[config.mk]
export PLATFORM = sky130hd
export DESIGN_NAME = shadow_reload_ctrl
export DESIGN_NICKNAME = d
export VERILOG_FILES = /design/src/rtl/shadow_reload_pkg.sv /design/src/rtl/srl_shadow_bank.sv /design/src/rtl/srl_reload_seq.sv /design/src/rtl/srl_irq_unit.sv /design/src/rtl/shadow_reload_ctrl.sv
export SDC_FILE = /design/constraint.sdc
export NUM_CORES = 1
export LEC_CHECK = 0
export ABC_AREA = 0
export BUFFER_PORTS_ARGS = -buffer_cell sky130_fd_sc_hd__clkbuf_2
export CELL_PAD_IN_SITES_DETAIL_PLACEMENT = 1
export CELL_PAD_IN_SITES_GLOBAL_PLACEMENT = 2
export CORE_MARGIN = 3
export CORE_UTILIZATION = 33
export DETAILED_ROUTE_END_ITERATION = 7
export HOLD_SLACK_MARGIN = 0.12
export PLACE_DENSITY_LB_ADDON = 0.3
export SLEW_MARGIN = 10
export SYNTH_ARGS = -nofsm -noshare
export SYNTH_HDL_FRONTEND = slang
export SYNTH_SLANG_ARGS = --single-unit
[constraint.sdc]
create_clock -name clk -period 1.3 [get_ports clk]
set_input_delay 0.065 -clock clk [delete_from_list [all_inputs] [get_ports clk]]
set_output_delay 0.065 -clock clk [all_outputs]
set_load 0.01 [all_outputs]
[src/rtl/shadow_reload_pkg.sv]
package shadow_reload_pkg;
  localparam int unsigned CTRL_ADDR  = 0;
  localparam int unsigned IEN_ADDR   = 1;
  localparam int unsigned ICLR_ADDR  = 2;
  localparam int unsigned LAYER_BASE = 8;

  localparam int unsigned FLAG_LINE = 0;
  localparam int unsigned FLAG_UDR  = 1;
  localparam int unsigned FLAG_TERR = 2;
  localparam int unsigned FLAG_RLD  = 3;
  localparam int unsigned NUM_FLAGS = 4;

  // address slots per layer: the words plus one lookup-table port, rounded up
  function automatic int unsigned slot_bits(input int unsigned regs);
    return $clog2(regs + 1);
  endfunction

  function automatic int unsigned word_addr(input int unsigned layer,
                                            input int unsigned idx,
                                            input int unsigned regs);
    return LAYER_BASE + layer * (1 << slot_bits(regs)) + idx;
  endfunction

  function automatic int unsigned lut_addr(input int unsigned layer,
                                           input int unsigned regs);
    return word_addr(layer, regs, regs);
  endfunction

  // a set in the same cycle as a clear wins
  function automatic logic [NUM_FLAGS-1:0] flag_next(input logic [NUM_FLAGS-1:0] cur,
                                                     input logic [NUM_FLAGS-1:0] clr,
                                                     input logic [NUM_FLAGS-1:0] set);
    return (cur & ~clr) | set;
  endfunction
endpackage

[src/rtl/srl_shadow_bank.sv]
module srl_shadow_bank
  import shadow_reload_pkg::*;
#(
  parameter int unsigned NUM_LAYERS = 2,
  parameter int unsigned REGS       = 4,
  parameter int unsigned DATA_W     = 32,
  parameter int unsigned ADDR_W     = 6
) (
  input  logic                             clk,
  input  logic                             rst_n,
  input  logic                             wr_en,
  input  logic [ADDR_W-1:0]                wr_addr,
  input  logic [DATA_W-1:0]                wr_data,
  input  logic                             copy,
  output logic [NUM_LAYERS*REGS*DATA_W-1:0] active_cfg,
  output logic [NUM_LAYERS-1:0]            lut_stb,
  output logic [DATA_W-1:0]                lut_data
);
  localparam int unsigned WORDS = NUM_LAYERS * REGS;

  logic [NUM_LAYERS-1:0] lut_hit;

  for (genvar l = 0; l < NUM_LAYERS; l++) begin : g_layer
    assign lut_hit[l] = wr_en && (wr_addr == ADDR_W'(lut_addr(l, REGS)));
    for (genvar r = 0; r < REGS; r++) begin : g_word
      localparam int unsigned W = l * REGS + r;
      logic              hit;
      logic [DATA_W-1:0] shadow_q;
      logic [DATA_W-1:0] active_q;
      assign hit = wr_en && (wr_addr == ADDR_W'(word_addr(l, r, REGS)));
      always_ff @(posedge clk or negedge rst_n) begin
        if (!rst_n) begin
          shadow_q <= '0;
          active_q <= '0;
        end else begin
          if (copy) active_q <= shadow_q;
          if (hit)  shadow_q <= wr_data;
        end
      end
      assign active_cfg[W*DATA_W +: DATA_W] = active_q;
    end
  end

  always_ff @(posedge clk or negedge rst_n) begin
    if (!rst_n) begin
      lut_stb  <= '0;
      lut_data <= '0;
    end else begin
      lut_stb <= lut_hit;
      if (|lut_hit) lut_data <= wr_data;
    end
  end

  if (WORDS == 0) begin : g_bad
    initial $display("srl_shadow_bank: empty bank");
  end
endmodule

[src/rtl/srl_reload_seq.sv]
module srl_reload_seq (
  input  logic       clk,
  input  logic       rst_n,
  input  logic       ctrl_wr,
  input  logic [1:0] ctrl_bits,
  input  logic       vblank,
  output logic [1:0] pending,
  output logic       copy
);
  logic imm_q, blank_q;
  logic blank_fire;

  assign blank_fire = blank_q && vblank;
  assign copy       = imm_q || blank_fire;
  assign pending    = {blank_q, imm_q};

  always_ff @(posedge clk or negedge rst_n) begin
    if (!rst_n) begin
      imm_q   <= 1'b0;
      blank_q <= 1'b0;
    end else begin
      imm_q <= ctrl_wr && ctrl_bits[0];
      if (ctrl_wr && ctrl_bits[0])      blank_q <= 1'b0;
      else if (ctrl_wr && ctrl_bits[1]) blank_q <= 1'b1;
      else if (blank_fire)              blank_q <= 1'b0;
    end
  end
endmodule

[src/rtl/srl_irq_unit.sv]
module srl_irq_unit
  import shadow_reload_pkg::*;
(
  input  logic                 clk,
  input  logic                 rst_n,
  input  logic                 ien_wr,
  input  logic                 iclr_wr,
  input  logic [NUM_FLAGS-1:0] wr_bits,
  input  logic [NUM_FLAGS-1:0] set_bits,
  output logic [NUM_FLAGS-1:0] status,
  output logic                 irq
);
  logic [NUM_FLAGS-1:0] enable_q;
  logic [NUM_FLAGS-1:0] clr_bits;

  assign clr_bits = iclr_wr ? wr_bits : '0;
  assign irq      = |(status & enable_q);

  always_ff @(posedge clk or negedge rst_n) begin
    if (!rst_n) begin
      status   <= '0;
      enable_q <= '0;
    end else begin
      status <= flag_next(status, clr_bits, set_bits);
      if (ien_wr) enable_q <= wr_bits;
    end
  end
endmodule

[src/rtl/shadow_reload_ctrl.sv]
module shadow_reload_ctrl
  import shadow_reload_pkg::*;
#(
  parameter int unsigned NUM_LAYERS = 2,
  parameter int unsigned REGS       = 4,
  parameter int unsigned DATA_W     = 32,
  parameter int unsigned ADDR_W     = 6
) (
  input  logic                              clk,
  input  logic                              rst_n,
  input  logic                              wr_en,
  input  logic [ADDR_W-1:0]                 wr_addr,
  input  logic [DATA_W-1:0]                 wr_data,
  input  logic                              vblank,
  input  logic                              line_evt,
  input  logic                              underrun_evt,
  input  logic                              xfer_err_evt,
  output logic [NUM_LAYERS*REGS*DATA_W-1:0] active_cfg,
  output logic [NUM_LAYERS-1:0]             lut_wr_stb,
  output logic [DATA_W-1:0]                 lut_wr_data,
  output logic [1:0]                        reload_pending,
  output logic [NUM_FLAGS-1:0]              irq_status,
  output logic                              irq
);
  logic ctrl_wr, ien_wr, iclr_wr;
  logic copy_fire;
  logic [NUM_FLAGS-1:0] flag_set;

  assign ctrl_wr = wr_en && (wr_addr == ADDR_W'(CTRL_ADDR));
  assign ien_wr  = wr_en && (wr_addr == ADDR_W'(IEN_ADDR));
  assign iclr_wr = wr_en && (wr_addr == ADDR_W'(ICLR_ADDR));

  always_comb begin
    flag_set            = '0;
    flag_set[FLAG_LINE] = line_evt;
    flag_set[FLAG_UDR]  = underrun_evt;
    flag_set[FLAG_TERR] = xfer_err_evt;
    flag_set[FLAG_RLD]  = copy_fire;
  end

  srl_reload_seq u_seq (
    .clk       (clk),
    .rst_n     (rst_n),
    .ctrl_wr   (ctrl_wr),
    .ctrl_bits (wr_data[1:0]),
    .vblank    (vblank),
    .pending   (reload_pending),
    .copy      (copy_fire)
  );

  srl_shadow_bank #(
    .NUM_LAYERS (NUM_LAYERS),
    .REGS       (REGS),
    .DATA_W     (DATA_W),
    .ADDR_W     (ADDR_W)
  ) u_bank (
    .clk        (clk),
    .rst_n      (rst_n),
    .wr_en      (wr_en),
    .wr_addr    (wr_addr),
    .wr_data    (wr_data),
    .copy       (copy_fire),
    .active_cfg (active_cfg),
    .lut_stb    (lut_wr_stb),
    .lut_data   (lut_wr_data)
  );

  srl_irq_unit u_irq (
    .clk      (clk),
    .rst_n    (rst_n),
    .ien_wr   (ien_wr),
    .iclr_wr  (iclr_wr),
    .wr_bits  (wr_data[NUM_FLAGS-1:0]),
    .set_bits (flag_set),
    .status   (irq_status),
    .irq      (irq)
  );
endmodule

==> results.cfg <==
[layout]
nFillCells = 6383
syn_to_final_growth_pct = 49.9
nets = 2324
diodes = 0
layout.cells.non_filler = 3162
drive_above_1_share_pct = 60.3
regArea_um2 = 13900
fin_util_pct = 50.3
multi_input_area_um2 = 8830

[timing]
layout_setup_ws_ns = -0.191
period_minus_slack_ns = 1.49
finalCritPeriodShare_pct = 115
final-hold-violation-count = 0
drv_slew = 0
setup_violations = 268
finClkSkew_ns = 0.0111
fmax_mhz = 671
rsz0062_at_grt = true
worst_slew_pin_slew_ns = 0.548
slew_headroom_pct = 63.4

[drt]
drtIter0Drc = 656
drtPass1Iterations = 4
viasPerCell = 4.82
via_count = 15200
wire_per_inst_um = 23.8
drt.antenna.violating_nets = 0
totalWireLength_um = 75400
route.detailed.drc = 0

[placement]
hpwl_um = 42300
dp.cells = 2914
portBuffers = 341
gp_congestion = 0.780

[power]
seq_power_share_pct = 49.3
vdd_drop_max_mv = 0.884
powerDensity_nw_per_um2 = 1340
pwr-share-clk_pct = 40.4
comb_power_share_pct = 10.3
p_total_w = 0.0416
internal-power_w = 0.0310
p_sw_share_pct = 25.3
power_switching_w = 0.0105
leakage_nw = 17.2

[logic_synthesis]
synthCells = 1751
yosysMostFrequentCell = nand2_1
yosys-top-cells-area = dfrtp_1, mux2_2, nand2_1, clkbuf_1, buf_2
synth_edf_count = 0
synth_area_leader_cell = dfrtp_1
synth_commonest_cells = nand2_1, dfrtp_1, mux2_2
synthDominantCellAreaShare_pct = 67.0
async_flop_share_pct = 100
syn_area_per_cell_um2 = 11.9
syn_nets = 1796
seq_area_frac_synth_pct = 67.0
ys_warn_count = 0
synth.distinct_cells = 29
synthFlopType = dfrtp_1
syn_area_um2 = 20800
synth-seq-cells = 556

[die]
die_x_um = 257
num_io_pins = 342
initial_utilization_pct = 33.5
dieArea_um2 = 66000
std_cell_rows = 91
placeableCoreArea_um2 = 61900
die_h_um = 257

[global_routing]
antenna_found_initial = 2
grt_max_degree = 99
grt_pass1_wl_um = 110000
grt-ovfl-total = 0
grt_pass1_vias = 17000
groute.usage.overall_pct = 22.1

[worst_setup_path]
crit_arrival_ns = 1.43
end_kind = output pin
slowest_delay_ns = 0.43
r2r-end = u_bank.g_layer[0].g_word[1].active_q[28]$_DFFE_PN0P_
crit_required_ns = 1.24
crit_fanout = 2
path_class = flop to output pin
cp_num_buf_inv = 1
r2r-start = u_seq.blank_q$_DFFE_PN0P_
crit_chain = a22oi_1 -> nand2_1 -> clkbuf_2
r2r_slack_ns = -0.17
critPathLaunchType = flop
r2r_cells = 7
crit_family = flip-flops
cp_slowest_cell = dfrtp_1

[clocking]
cts.path.max_buffers = 3
path_clk_slew_ns = 0.06
cts.sinks = 556
cts_made_buffers = 58
root_buffer = clkbuf_16
htreeDepth = 2
ctsHoldBuffers = 45
cts_tree = done
insertion_delay_ns = 0.61

[run]
max_cap_viol_count = 0

[hold_path]
hold_class = input port to flop
hold_path.startpoint = wr_addr[5]
holdPathEnd = u_irq.enable_q[1]$_DFFE_PN0P_
hold_depth = 4

[status]
violations = setup timing
outcome = finished with violations
## how the worst max path moves through the flow
stage | startpoint | to | cells after the start
6_report | u_irq.enable_q[2]$_DFFE_PN0P_ | irq | 3
3_3_place_gp | wr_addr[5] | u_bank.g_layer[1].g_word[1].shadow_q[25]$_DFFE_PN0P_ | 5
2_1_floorplan | wr_addr[5] | u_bank.g_layer[1].g_word[1].shadow_q[10]$_DFFE_PN0P_ | 5
3_5_place_dp | wr_addr[5] | u_bank.g_layer[1].g_word[1].shadow_q[27]$_DFFE_PN0P_ | 5
5_1_grt | u_irq.status[3]$_DFF_PN0_ | irq | 3
4_1_cts | u_irq.enable_q[0]$_DFFE_PN0P_ | irq | 3
## worst min-delay path, cell delays in order
cell	delay, ns
clkbuf_2	0.10
or4b_4	0.17
or4b_4	0.17
mux2_2	0.15
## through the flow
stage          setup slack (ns)  hold WS, ns  TNS (ns)  area (um^2)
2_1_floorplan            -0.405       -0.231    -40.85        21200
3_3_place_gp             -0.641      -0.0687   -107.97        24400
3_5_place_dp             -0.660      -0.0667   -121.62        24400
4_1_cts                  -0.223       0.0402    -30.63        29500
5_1_grt                  -0.235       0.0879    -39.39        31100
6_report                 -0.191       0.0895    -26.30        31100
## power by group through the flow
stage	logic [W]	registers [W]	clock network, W
global placement	0.00370	0.0203	0
finish	0.00429	0.0205	0.0168
global route	0.00469	0.0207	0.0179
floorplan	0.00168	0.0203	0
detailed placement	0.00385	0.0204	0
CTS	0.00417	0.0202	0.0171
## sequential cells by signal, indices dropped and copies added, names as in the netlist
name / flops
u_irq.status: 4
u_irq.enable_q: 4
u_bank.lut_data: 32
u_bank.g_layer.g_word.shadow_q: 256
u_bank.g_layer.g_word.active_q: 256
u_seq.blank_q: 1
u_bank.lut_stb: 2
u_seq.imm_q: 1
## logic make-up (layout without fill, tap and decap cells)
kind of cell,Yosys count,in the layout,synth area share (%)
multiplexers,292,292,15.8
AO/OA/AOI/OAI,9,9,0.277
flip-flops,556,556,67.0
XOR/XNOR,1,1,0.0422
AND/OR/NAND/NOR,796,796,14.9
buffers and inverters,97,671,2.01
## cells in the final DEF (no fill, tap or decap), drive strengths merged
cell type and count:
nand2 771, a22oi 2, dlygate4sd3 45, clkbuf 443
or4b 2, buf 165, nor4b 3, a31oi 4
nand2b 2, mux2 292, nor3b 1, clkinv 11
a21oi 2, xor2 1, a21o 1, nand4 1
or4 1, inv 4, nand3 2, bufinv 2
nor2 5, and4 1, dfrtp 556, nand4bb 1
nor3 6, clkinvlp 1
## layer usage
layer	up-vias	routed length, um	global-route usage [%]	part of all wire, %
met3	105	2990	3.58	4.0
met2	309	37900	38.4	50
met5	-	13	0	0.017
met1	8094	32700	28.5	43
li1	6716	-	-	-
met4	2	1800	6.22	2.4
## layout make-up
cell class	instances	share of cell area, %
sequential	556	44.7
clock buffer	92	5.79
timing repair buffer	561	17.4
tap	837	3.36
multi-input combinational	1098	28.3
inverter	4	0.0482
clock inverter	14	0.394
## what timing repair did
item	CTS	global route
pin swaps	175	323
endpoints found under the hold margin	856	4
endpoints found under the setup margin	258	309
cloned	48	15
setup buffers	53	11
gates resized for setup	280	532
Note: power is estimated with default switching activity, not from simulation.
